### src/rtl/platoon_pkg.sv
package platoon_pkg;

  typedef enum logic [2:0] {
    ST_SEEK   = 3'd0,
    ST_EVAL   = 3'd1,
    ST_PEND   = 3'd2,
    ST_LEAD   = 3'd3,
    ST_FOLLOW = 3'd4
  } pf_state_e;

  typedef enum logic [2:0] {
    MSG_NONE   = 3'd0,
    MSG_SEEK   = 3'd1,
    MSG_ANSWER = 3'd2,
    MSG_REFUSE = 3'd3,
    MSG_JOIN   = 3'd4,
    MSG_LEAVE  = 3'd5,
    MSG_LOST   = 3'd6
  } pf_msg_e;

endpackage

### src/rtl/pf_interval_timer.sv
module pf_interval_timer #(
  parameter int CNT_W = 16
) (
  input  logic             clk,
  input  logic             rst_n,
  input  logic             run,
  input  logic             clear,
  input  logic [CNT_W-1:0] period,
  output logic             tick
);

  // zero is treated as the shortest interval
  function automatic logic [CNT_W-1:0] last_count(input logic [CNT_W-1:0] p);
    return (p == '0) ? '0 : p - 1'b1;
  endfunction

  logic [CNT_W-1:0] cnt_q;
  logic [CNT_W-1:0] cnt_limit;

  assign cnt_limit = last_count(period);
  assign tick      = run && (cnt_q >= cnt_limit);

  always_ff @(posedge clk) begin
    if (!rst_n)                      cnt_q <= '0;
    else if (!run || clear || tick)  cnt_q <= '0;
    else                             cnt_q <= cnt_q + 1'b1;
  end

  AST_IDLE_CNT_ZERO: assert property (@(posedge clk) disable iff (!rst_n)
    (!run || clear) |=> (cnt_q == '0));

endmodule

### src/rtl/pf_pair_judge.sv
module pf_pair_judge #(
  parameter int ID_W = 8
) (
  input  logic [ID_W-1:0] own_id,
  input  logic [ID_W-1:0] peer_id,
  input  logic            dist_ok,
  input  logic            head_ok,
  output logic            eligible,
  output logic            wins_lead
);

  function automatic logic pair_fits(input logic d, input logic h);
    return d & h;
  endfunction

  // strictly lower identifier leads; a tie yields the follower role
  function automatic logic lower_leads(input logic [ID_W-1:0] mine,
                                       input logic [ID_W-1:0] theirs);
    return mine < theirs;
  endfunction

  assign eligible  = pair_fits(dist_ok, head_ok);
  assign wins_lead = lower_leads(own_id, peer_id);

endmodule

### src/rtl/pf_protocol_fsm.sv
module pf_protocol_fsm
  import platoon_pkg::*;
#(
  parameter int ID_W  = 8,
  parameter int SPD_W = 8
) (
  input  logic             clk,
  input  logic             rst_n,
  input  logic             rx_valid,
  input  logic [2:0]       rx_code,
  input  logic [ID_W-1:0]  rx_id,
  input  logic [SPD_W-1:0] calc_speed,
  input  logic             tick,
  input  logic             eligible,
  input  logic             wins_lead,
  output logic [ID_W-1:0]  peer_id,
  output logic             timer_run,
  output logic             state_chg,
  output logic             tx_valid,
  output logic [2:0]       tx_code,
  output logic             speed_en,
  output logic [SPD_W-1:0] speed_target,
  output logic             gap_en,
  output logic [2:0]       state_o
);

  pf_state_e        state_q, state_d;
  logic [ID_W-1:0]  peer_q;
  logic             lead_q;
  logic [SPD_W-1:0] spd_q;
  logic             txv_q, txv_d;
  logic [2:0]       txc_q, txc_d;
  logic             cap_peer, cap_pair;

  // named events for the checks
  logic ev_answer, ev_join_rx, ev_refuse_rx, ev_drop;
  assign ev_answer    = rx_valid && (rx_code == MSG_ANSWER);
  assign ev_join_rx   = rx_valid && (rx_code == MSG_JOIN);
  assign ev_refuse_rx = rx_valid && (rx_code == MSG_REFUSE);
  assign ev_drop      = rx_valid && ((rx_code == MSG_LEAVE) || (rx_code == MSG_LOST));

  always_comb begin
    state_d  = state_q;
    txv_d    = 1'b0;
    txc_d    = MSG_NONE;
    cap_peer = 1'b0;
    cap_pair = 1'b0;
    unique case (state_q)
      ST_SEEK: begin
        if (ev_answer) begin
          state_d  = ST_EVAL;
          cap_peer = 1'b1;
        end else if (tick) begin
          txv_d = 1'b1;
          txc_d = MSG_SEEK;
        end
      end
      ST_EVAL: begin
        txv_d = 1'b1;
        if (eligible) begin
          txc_d    = MSG_JOIN;
          state_d  = ST_PEND;
          cap_pair = 1'b1;
        end else begin
          txc_d   = MSG_REFUSE;
          state_d = ST_SEEK;
        end
      end
      ST_PEND: begin
        if (ev_join_rx)        state_d = lead_q ? ST_LEAD : ST_FOLLOW;
        else if (ev_refuse_rx) state_d = ST_SEEK;
        else if (tick)         state_d = ST_SEEK;
      end
      ST_LEAD, ST_FOLLOW: begin
        if (ev_drop) state_d = ST_SEEK;
      end
      default: state_d = ST_SEEK;
    endcase
  end

  always_ff @(posedge clk) begin
    if (!rst_n) begin
      state_q <= ST_SEEK;
      peer_q  <= '0;
      lead_q  <= 1'b0;
      spd_q   <= '0;
      txv_q   <= 1'b0;
      txc_q   <= MSG_NONE;
    end else begin
      state_q <= state_d;
      txv_q   <= txv_d;
      txc_q   <= txc_d;
      if (cap_peer) peer_q <= rx_id;
      if (cap_pair) begin
        lead_q <= wins_lead;
        spd_q  <= calc_speed;
      end
    end
  end

  assign peer_id      = peer_q;
  assign timer_run    = (state_q == ST_SEEK) || (state_q == ST_PEND);
  assign state_chg    = (state_d != state_q);
  assign tx_valid     = txv_q;
  assign tx_code      = txc_q;
  assign speed_en     = (state_q == ST_LEAD);
  assign gap_en       = (state_q == ST_FOLLOW);
  assign speed_target = (state_q == ST_LEAD) ? spd_q : '0;
  assign state_o      = state_q;

  AST_EVAL_ONE_CYCLE: assert property (@(posedge clk) disable iff (!rst_n)
    (state_q == ST_EVAL) |=> (state_q != ST_EVAL));

  AST_SEEK_ANSWER_TO_EVAL: assert property (@(posedge clk) disable iff (!rst_n)
    ((state_q == ST_SEEK) && ev_answer) |=> ((state_q == ST_EVAL) && !tx_valid));

  AST_REFUSE_TX_IN_SEEK: assert property (@(posedge clk) disable iff (!rst_n)
    (tx_valid && (tx_code == MSG_REFUSE)) |-> (state_q == ST_SEEK));

  AST_SEEK_TX_IN_SEEK: assert property (@(posedge clk) disable iff (!rst_n)
    (tx_valid && (tx_code == MSG_SEEK)) |-> (state_q == ST_SEEK));

  AST_JOIN_TX_IN_PEND: assert property (@(posedge clk) disable iff (!rst_n)
    (tx_valid && (tx_code == MSG_JOIN)) |-> (state_q == ST_PEND));

  AST_DROP_RELEASES: assert property (@(posedge clk) disable iff (!rst_n)
    (((state_q == ST_LEAD) || (state_q == ST_FOLLOW)) && ev_drop)
      |=> ((state_q == ST_SEEK) && !speed_en && !gap_en));

  AST_PEND_REFUSE_SEEK: assert property (@(posedge clk) disable iff (!rst_n)
    ((state_q == ST_PEND) && ev_refuse_rx && !ev_join_rx) |=> (state_q == ST_SEEK));

endmodule

### src/rtl/platoon_former.sv
module platoon_former
  import platoon_pkg::*;
#(
  parameter int CNT_W = 16,
  parameter int ID_W  = 8,
  parameter int SPD_W = 8
) (
  input  logic             clk,
  input  logic             rst_n,
  input  logic [CNT_W-1:0] cfg_period,
  input  logic [ID_W-1:0]  own_id,
  input  logic             rx_valid,
  input  logic [2:0]       rx_code,
  input  logic [ID_W-1:0]  rx_id,
  input  logic             dist_ok,
  input  logic             head_ok,
  input  logic [SPD_W-1:0] calc_speed,
  output logic             tx_valid,
  output logic [2:0]       tx_code,
  output logic             speed_en,
  output logic [SPD_W-1:0] speed_target,
  output logic             gap_en,
  output logic [2:0]       state_o
);

  logic            tick, timer_run, state_chg;
  logic            eligible, wins_lead;
  logic [ID_W-1:0] peer_id;

  pf_interval_timer #(.CNT_W(CNT_W)) u_timer (
    .clk    (clk),
    .rst_n  (rst_n),
    .run    (timer_run),
    .clear  (state_chg),
    .period (cfg_period),
    .tick   (tick)
  );

  pf_pair_judge #(.ID_W(ID_W)) u_judge (
    .own_id    (own_id),
    .peer_id   (peer_id),
    .dist_ok   (dist_ok),
    .head_ok   (head_ok),
    .eligible  (eligible),
    .wins_lead (wins_lead)
  );

  pf_protocol_fsm #(.ID_W(ID_W), .SPD_W(SPD_W)) u_fsm (
    .clk          (clk),
    .rst_n        (rst_n),
    .rx_valid     (rx_valid),
    .rx_code      (rx_code),
    .rx_id        (rx_id),
    .calc_speed   (calc_speed),
    .tick         (tick),
    .eligible     (eligible),
    .wins_lead    (wins_lead),
    .peer_id      (peer_id),
    .timer_run    (timer_run),
    .state_chg    (state_chg),
    .tx_valid     (tx_valid),
    .tx_code      (tx_code),
    .speed_en     (speed_en),
    .speed_target (speed_target),
    .gap_en       (gap_en),
    .state_o      (state_o)
  );

  AST_ENABLES_EXCLUSIVE: assert property (@(posedge clk) disable iff (!rst_n)
    !(speed_en && gap_en));

  AST_SPEED_ZERO_IDLE: assert property (@(posedge clk) disable iff (!rst_n)
    !speed_en |-> (speed_target == '0));

  AST_TX_CODE_IDLE: assert property (@(posedge clk) disable iff (!rst_n)
    !tx_valid |-> (tx_code == 3'd0));

endmodule

### config.mk
export PLATFORM = sky130hd
export DESIGN_NAME = platoon_former
export DESIGN_NICKNAME = d
export VERILOG_FILES = /design/src/rtl/platoon_pkg.sv /design/src/rtl/pf_interval_timer.sv /design/src/rtl/pf_pair_judge.sv /design/src/rtl/pf_protocol_fsm.sv /design/src/rtl/platoon_former.sv
export SDC_FILE = /design/constraint.sdc
export NUM_CORES = 1
export LEC_CHECK = 0
export ABC_AREA = 1
export BUFFER_PORTS_ARGS = -buffer_cell sky130_fd_sc_hd__clkbuf_2
export CORE_MARGIN = 5
export CORE_UTILIZATION = 35
export DETAILED_ROUTE_END_ITERATION = 8
export PLACE_DENSITY = 0.68
export SLEW_MARGIN = 20
export SYNTH_ARGS = -nofsm -noshare
export SYNTH_HDL_FRONTEND = slang
export SYNTH_SLANG_ARGS = --single-unit
### constraint.sdc
create_clock -name clk -period 3.13 [get_ports clk]
set_input_delay 0.626 -clock clk [delete_from_list [all_inputs] [get_ports clk]]
set_output_delay 0.626 -clock clk [all_outputs]
set_load 0.005 [all_outputs]
==> flow_metrics.py, run 1 <==
metrics = {
    "status": {
        "outcome": "completed",
    },
    "grt": {
        "grt_first_pass_wirelength_mm": 10.9,
        "antenna_found_initial": 0,
        "grt_pass1_vias": 2668,
        "grt_usage_pct": 13.1,
        "grt_max_degree": 20,
        "grt_overflow": 0,
    },
    "critical_path": {
        "crit_type": "primary input to register",
        "crit_arrival_ns": 3.02,
        "end_kind": "register",
        "critPathRequiredTime_ns": 3.31,
        "cp_max_fo": 8,
        "start_kind": "primary input",
    },
    "sta": {
        "fin_crit_ns": 2.83,
        "finalCritPeriodShare_pct": 90.5,
        "skew_ns": 0.00275,
        "worst-slew-pin-transition_ns": 0.477,
        "hold_slack_ns": 0.459,
        "relSlewSlack_pct": 68.1,
        "setup_violations": 0,
        "finalHoldViolCount": 0,
        "final_max_slew_viol_count": 0,
        "setup_ws_ns": 0.298,
        "max_freq_mhz": 353,
    },
    "route": {
        "first_iter_violations": 81,
        "dr_wl_met2_mm": 2.77,
        "routed_wl_mm": 6.23,
        "top_layer_used": "met4",
        "vias_per_cell": 4.69,
        "wl_per_cell_um": 11.0,
        "via_count": 2663,
        "m1WireLength_mm": 2.91,
        "met3_length_um": 454,
        "ant_nets": 0,
        "drt_first_pass_iters": 4,
        "drcViolationCount": 0,
    },
    "clocking": {
        "cts-resized-gates": 0,
        "cts_setup_buffers": 0,
        "clock_sinks": 40,
        "clockRootBuffer": "clkbuf_8",
        "cts_buffers": 5,
        "path_clk_slew_ns": 0.08,
        "cts_tree": "yes",
        "cts_buffer_depth": 2,
        "cts_max_level": 2,
        "ctsHoldBuffers": 0,
        "clk_latency_ns": 0.29,
    },
    "floorplan": {
        "core_region_area_um2": 7610,
        "die_x_um": 97.9,
        "rows": 32,
        "ios": 65,
        "start_util_pct": 35.5,
        "die_h_um": 97.9,
        "die_area_um2": 9580,
    },
    "logic_synthesis": {
        "syn_area_per_cell_um2": 7.11,
        "ys_seq_area_share_pct": 29.6,
        "synthCells": 380,
        "synth_area_leaders": "dfxtp_1, ha_1, nand2_1, inv_1, xor2_1",
        "ys_ff_latch": 40,
        "synth_area_um2": 2700,
        "yosysWarningCount": 0,
        "ys_types": 32,
        "synth_nets": 454,
        "yosysTopAreaCellShare_pct": 29.6,
        "yosysTopAreaCell": "dfxtp_1",
    },
    "finish": {
        "drive_gt1_share_pct": 26.0,
        "diodes": 0,
        "syn2layout_area_growth_pct": 26.2,
        "fillerInstances": 801,
        "layout.nets": 539,
        "layout_common_cells": "clkbuf_2, nand2_1, inv_1",
        "final_common_cell": "clkbuf_2",
        "fin_cells": 568,
    },
    "power_and_ir_drop": {
        "power_leakage_nw": 1.63,
        "clkPwrFrac_pct": 40.2,
        "swShare_pct": 24.1,
        "finalPower_mw": 1.15,
        "ir_drop_v": 0.000270,
        "combPwrFrac_pct": 14.2,
        "p_per_area_nw_per_um2": 337,
        "internal_power_uw": 872,
        "switchingPower_uw": 277,
        "pwr-share-seq_pct": 45.5,
    },
    "placement": {
        "dp.cells": 559,
        "routabilityCongestion": 0.839,
        "port_buffers": 64,
        "dpl_worst_slack_ns": -0.0888,
        "hpwl_mm": 5.09,
    },
    "worst_hold_path": {
        "hold_path.class": "register to register",
    },
    "job": {
        "maxCapViolations": 0,
    },
}
-- final timing paths --
kind	slack [ns]	start	to	cells after the start
max	0.30	cfg_period[5]	u_timer.cnt_q[7]$_SDFF_PP0_	20
min	0.46	u_fsm.peer_id[5]$_SDFFE_PN0P_	u_fsm.peer_id[5]$_SDFFE_PN0P_	2
max reg2reg	1.19	u_timer.cnt_q[7]$_SDFF_PP0_	u_timer.cnt_q[7]$_SDFF_PP0_	16
min reg2reg	0.46	u_fsm.peer_id[5]$_SDFFE_PN0P_	u_fsm.peer_id[5]$_SDFFE_PN0P_	2
-- cell families (layout without fill, tap and decap cells) --
logic type / count (synthesis) / in the layout / synth area share (%)
flops: 40 / 40 / 29.6
buf+inv: 69 / 154 / 10.2
compound gates: 57 / 57 / 11.2
fa+ha+maj: 26 / 26 / 12.0
xor+xnor: 24 / 24 / 7.78
simple gates: 164 / 165 / 29.2
-- per-layer routing --
metal | track usage (%) | vias up
met5 | 0 | -
met4 | 3.73 | 0
met3 | 3.64 | 9
met2 | 22.8 | 85
met1 | 15.9 | 1174
li1 | - | 1395
-- critical path, cell delays in order --
cell	delay [ns]
clkbuf_2	0.09
nor2_1	0.09
inv_1	0.08
nor4_4	0.25
nand3_2	0.14
buf_4	0.16
o21ai_0	0.19
nand2_1	0.09
ha_1	0.30
nand2_1	0.07
nor3_1	0.17
nand2_1	0.07
nand2_1	0.07
nand2_1	0.07
nand2_1	0.06
nand2_1	0.04
nand2_1	0.08
nand3_2	0.13
nand2_4	0.20
nor2_2	0.04
-- Yosys cell counts --
master and count:
nor2_1 41, nor4_4 1, or2_1 1, nand3_2 3, nor3_2 3, o31ai_1 1, a21oi_1 29, or2_2 1
nand2_4 1, o21a_1 2, nand4_2 1, ha_1 26, nor4_1 2, xnor2_1 6, nor2_4 1, a31oi_1 1
inv_1 62, o211ai_1 1, o21bai_1 1, nor3b_1 1, nand4_1 7, nor2_2 12, nand2_1 63, xor2_1 18
buf_12 1, o21ai_0 21, a21oi_2 1, nand3_1 18, dfxtp_1 40, inv_2 1, nor3_1 8, clkbuf_1 5
-- per-stage QoR --
stage                     util [%]  TNS, ns  instance area (um2)
final                         44.8        0                 3410
after CTS                     44.4        0                 3380
after global placement        42.8   -0.227                 3250
after global routing          44.8   -0.289                 3410
after floorplan                  -        0                 2700
after detailed placement      42.8   -0.940                 3250
-- flip-flops by register name (all words and copies together), names as in the netlist --
register        cells
u_fsm.tx_valid      1
u_fsm.spd_q         8
u_fsm.tx_code       3
u_fsm.lead_q        1
u_timer.cnt_q      16
u_fsm.state_o       3
u_fsm.peer_id       8
-- cell type report --
cell class,count,area (um2),share of cell area [%]
Multi-Input combinational cell,272,1660,48.6
Sequential cell,40,801,23.5
Timing Repair Buffer,83,463,13.6
Inverter,63,236,6.94
Tap cell,102,128,3.74
Clock buffer,7,96.3,2.83
Clock inverter,1,30.0,0.881
-- power by group through the flow --
stage,sequential (mW),combinational (mW),clock [mW]
floorplan,0.534,0.0985,0
global placement,0.535,0.157,0
detailed placement,0.535,0.162,0
CTS,0.523,0.163,0.475
global route,0.524,0.190,0.499
finish,0.523,0.164,0.462
No activity file was read; power rests on OpenSTA's default activity.
==> inputs of run 2 (changes only) <==
CORE_UTILIZATION = 49   (was 35)
GPL_TIMING_DRIVEN = 0   (was unset)
PLACE_DENSITY = 0.87   (was 0.68)
==> run 2 against run 1 <==
Against the previous run:
- via count increased by 3.5%
- first-iteration DRC count is 41% higher
- final cell count fell by 5.5%
- routed wire length increased by 8.5%
- maximum frequency decreased by 7.9%
- design area grew 2.7%
- sequential power about the same
- critical path depth is 1 higher
- sequential cell count unchanged
- clock power is 5.8% lower
- critical endpoint is now u_timer.cnt_q[12]$_SDFF_PP0_
- largest cell class unchanged
==> flow_metrics.py, run 2 (synthesis gave the netlist of run 1 again) <==
metrics = {
    "critical_path": {
        "r2r_slack_ns": 1.07,
        "slowest_delay_ns": 0.29,
        "cp_max_fo": 5,
        "start_kind": "primary input",
        "crit_arrival_ns": 3.31,
        "end_kind": "register",
        "path_common_cell": "nand2_1",
        "critPathRequiredTime_ns": 3.37,
        "path_delay_family": "simple AND/OR/NAND/NOR gates",
        "crit_chain": "buf_8, nor2_4, inv_2, nor4_4, nand3_2, nor3_2, xor2_1, nand2_1, ha_4, a21oi_2, o21ai_2, a21oi_2, nand2_1, nand2_2, nand2_1, nand2_1, nand2_2, nand3_2, nand2_4, clkbuf_16, nor2_2",
        "crit_type": "primary input to register",
        "crit_slowest_cell": "nor4_4",
        "cp_num_buf_inv": 3,
    },
    "worst_hold_path": {
        "hold_path.class": "register to register",
    },
    "placement": {
        "hpwl_mm": 4.84,
        "dpl_worst_slack_ns": -0.450,
        "port_buffers": 63,
        "dpl_cell_area_um2": 3110,
        "routabilityCongestion": 0.956,
    },
    "route": {
        "drt_first_pass_iters": 4,
        "ant_nets": 0,
        "vias_per_cell": 5.13,
        "routed_wl_mm": 6.76,
        "wl_per_cell_um": 12.6,
        "via_count": 2757,
        "first_iter_violations": 114,
        "drcViolationCount": 0,
    },
    "finish": {
        "drive_gt1_share_pct": 29.2,
        "largest_reg_flops": 16,
        "top_register": "u_timer.cnt_q",
        "syn2layout_area_growth_pct": 29.5,
        "diodes": 0,
        "seq_area_um2": 801,
        "multi_input_area_um2": 1740,
        "stdcell_area_um2": 3500,
        "layout.nets": 538,
        "layout_common_cells": "inv_1, clkbuf_2, nand2_1",
        "fillerInstances": 436,
    },
    "job": {
        "maxCapViolations": 0,
    },
    "floorplan": {
        "die_h_um": 84.3,
        "start_util_pct": 49.7,
        "rows": 27,
        "die_area_um2": 7100,
        "core_region_area_um2": 5440,
        "die_x_um": 84.3,
        "ios": 65,
    },
    "sta": {
        "finalHoldViolCount": 0,
        "skew_ns": 0.00955,
        "relSlewSlack_pct": 68.9,
        "setup_tns_ns": 0,
        "final_max_slew_viol_count": 0,
        "rsz0062_at_grt": "true",
        "worst-slew-pin-transition_ns": 0.463,
        "setup_ws_ns": 0.0561,
        "max_freq_mhz": 325,
        "finalCritPeriodShare_pct": 98.2,
        "setup_violations": 0,
        "fin_crit_ns": 3.07,
    },
    "clocking": {
        "path_clk_slew_ns": 0.08,
        "cts_buffer_depth": 2,
        "cts_buffers": 5,
        "cts_max_level": 2,
        "cts_tree": "yes",
        "clock_sinks": 40,
        "clk_latency_ns": 0.30,
        "clockRootBuffer": "clkbuf_8",
    },
    "power_and_ir_drop": {
        "power_leakage_nw": 1.64,
        "ir_drop_v": 0.000300,
        "p_per_area_nw_per_um2": 327,
        "finalPower_mw": 1.14,
    },
    "grt": {
        "grt_usage_pct": 18.1,
        "grt_first_pass_wirelength_mm": 10.9,
        "antenna_found_initial": 0,
        "grt_max_degree": 15,
        "grt_pass1_vias": 2651,
        "grt_overflow": 0,
    },
    "status": {
        "outcome": "completed",
    },
}
run 2: cell count changes in the layout (fill, tap and decap cells not counted), sizes merged:
cell      previous run  this run
buf                 19        17
clkinvlp             0         1
inv                 63        64
nand2               65        64
run 2: layout make-up:
class / count / share of cell area, %
Tap cell: 72 / 2.57
Sequential cell: 40 / 22.9
Multi-Input combinational cell: 271 / 49.7
Timing Repair Buffer: 77 / 13.4
Clock inverter: 3 / 1.32
Buffer: 6 / 1.32
Inverter: 63 / 6.75
Clock buffer: 5 / 1.97
run 2: worst min-delay path, cell delays in order, from the launching register on:
cell     delay [ns]
dfxtp_1        0.30
inv_1          0.06
a21oi_1        0.06
run 2: report_power, final:
part           switching, mW  internal, mW  leakage (nW)
Combinational          0.100        0.0852          1.26
Sequential           0.00596         0.517         0.323
Clock                  0.195         0.240        0.0548
Total                  0.301         0.843          1.64
run 2: timing repair:
action | in CTS | in global routing
pin swaps | 4 | 19
hold endpoints to repair | 0 | 0
resized for setup | 6 | 37
setup buffers | 4 | 9
hold buffers | 0 | 0
setup endpoints to repair | 16 | 17
gates cloned | 0 | 1
run 2: final timing paths:
kind / startpoint / end / cells past startpoint
worst min register to register: u_fsm.spd_q[1]$_SDFFE_PN0P_ / u_fsm.spd_q[1]$_SDFFE_PN0P_ / 2
worst max register to register: u_timer.cnt_q[7]$_SDFF_PP0_ / u_timer.cnt_q[8]$_SDFF_PP0_ / 17
worst max-delay path: cfg_period[4] / u_timer.cnt_q[12]$_SDFF_PP0_ / 21
worst min-delay path: u_fsm.spd_q[1]$_SDFFE_PN0P_ / u_fsm.spd_q[1]$_SDFFE_PN0P_ / 2
run 2: per-layer routing:
layer | up-vias | track usage [%] | share of wire, %
li1 | 1392 | - | -
met1 | 1270 | 20.8 | 42
met2 | 83 | 33.4 | 52
met3 | 12 | 4.12 | 5.4
met4 | 0 | 5.26 | 1.1
met5 | - | 0 | 0
run 2: per-stage QoR:
step | util [%] | instances | hold slack [ns]
after floorplan | - | 380 | 0.430
after global placement | 57.1 | 515 | 0.441
after detailed placement | 57.1 | 515 | 0.450
after CTS | 60.4 | 527 | 0.462
after global routing | 64.4 | 537 | 0.486
final | 64.4 | 537 | 0.463
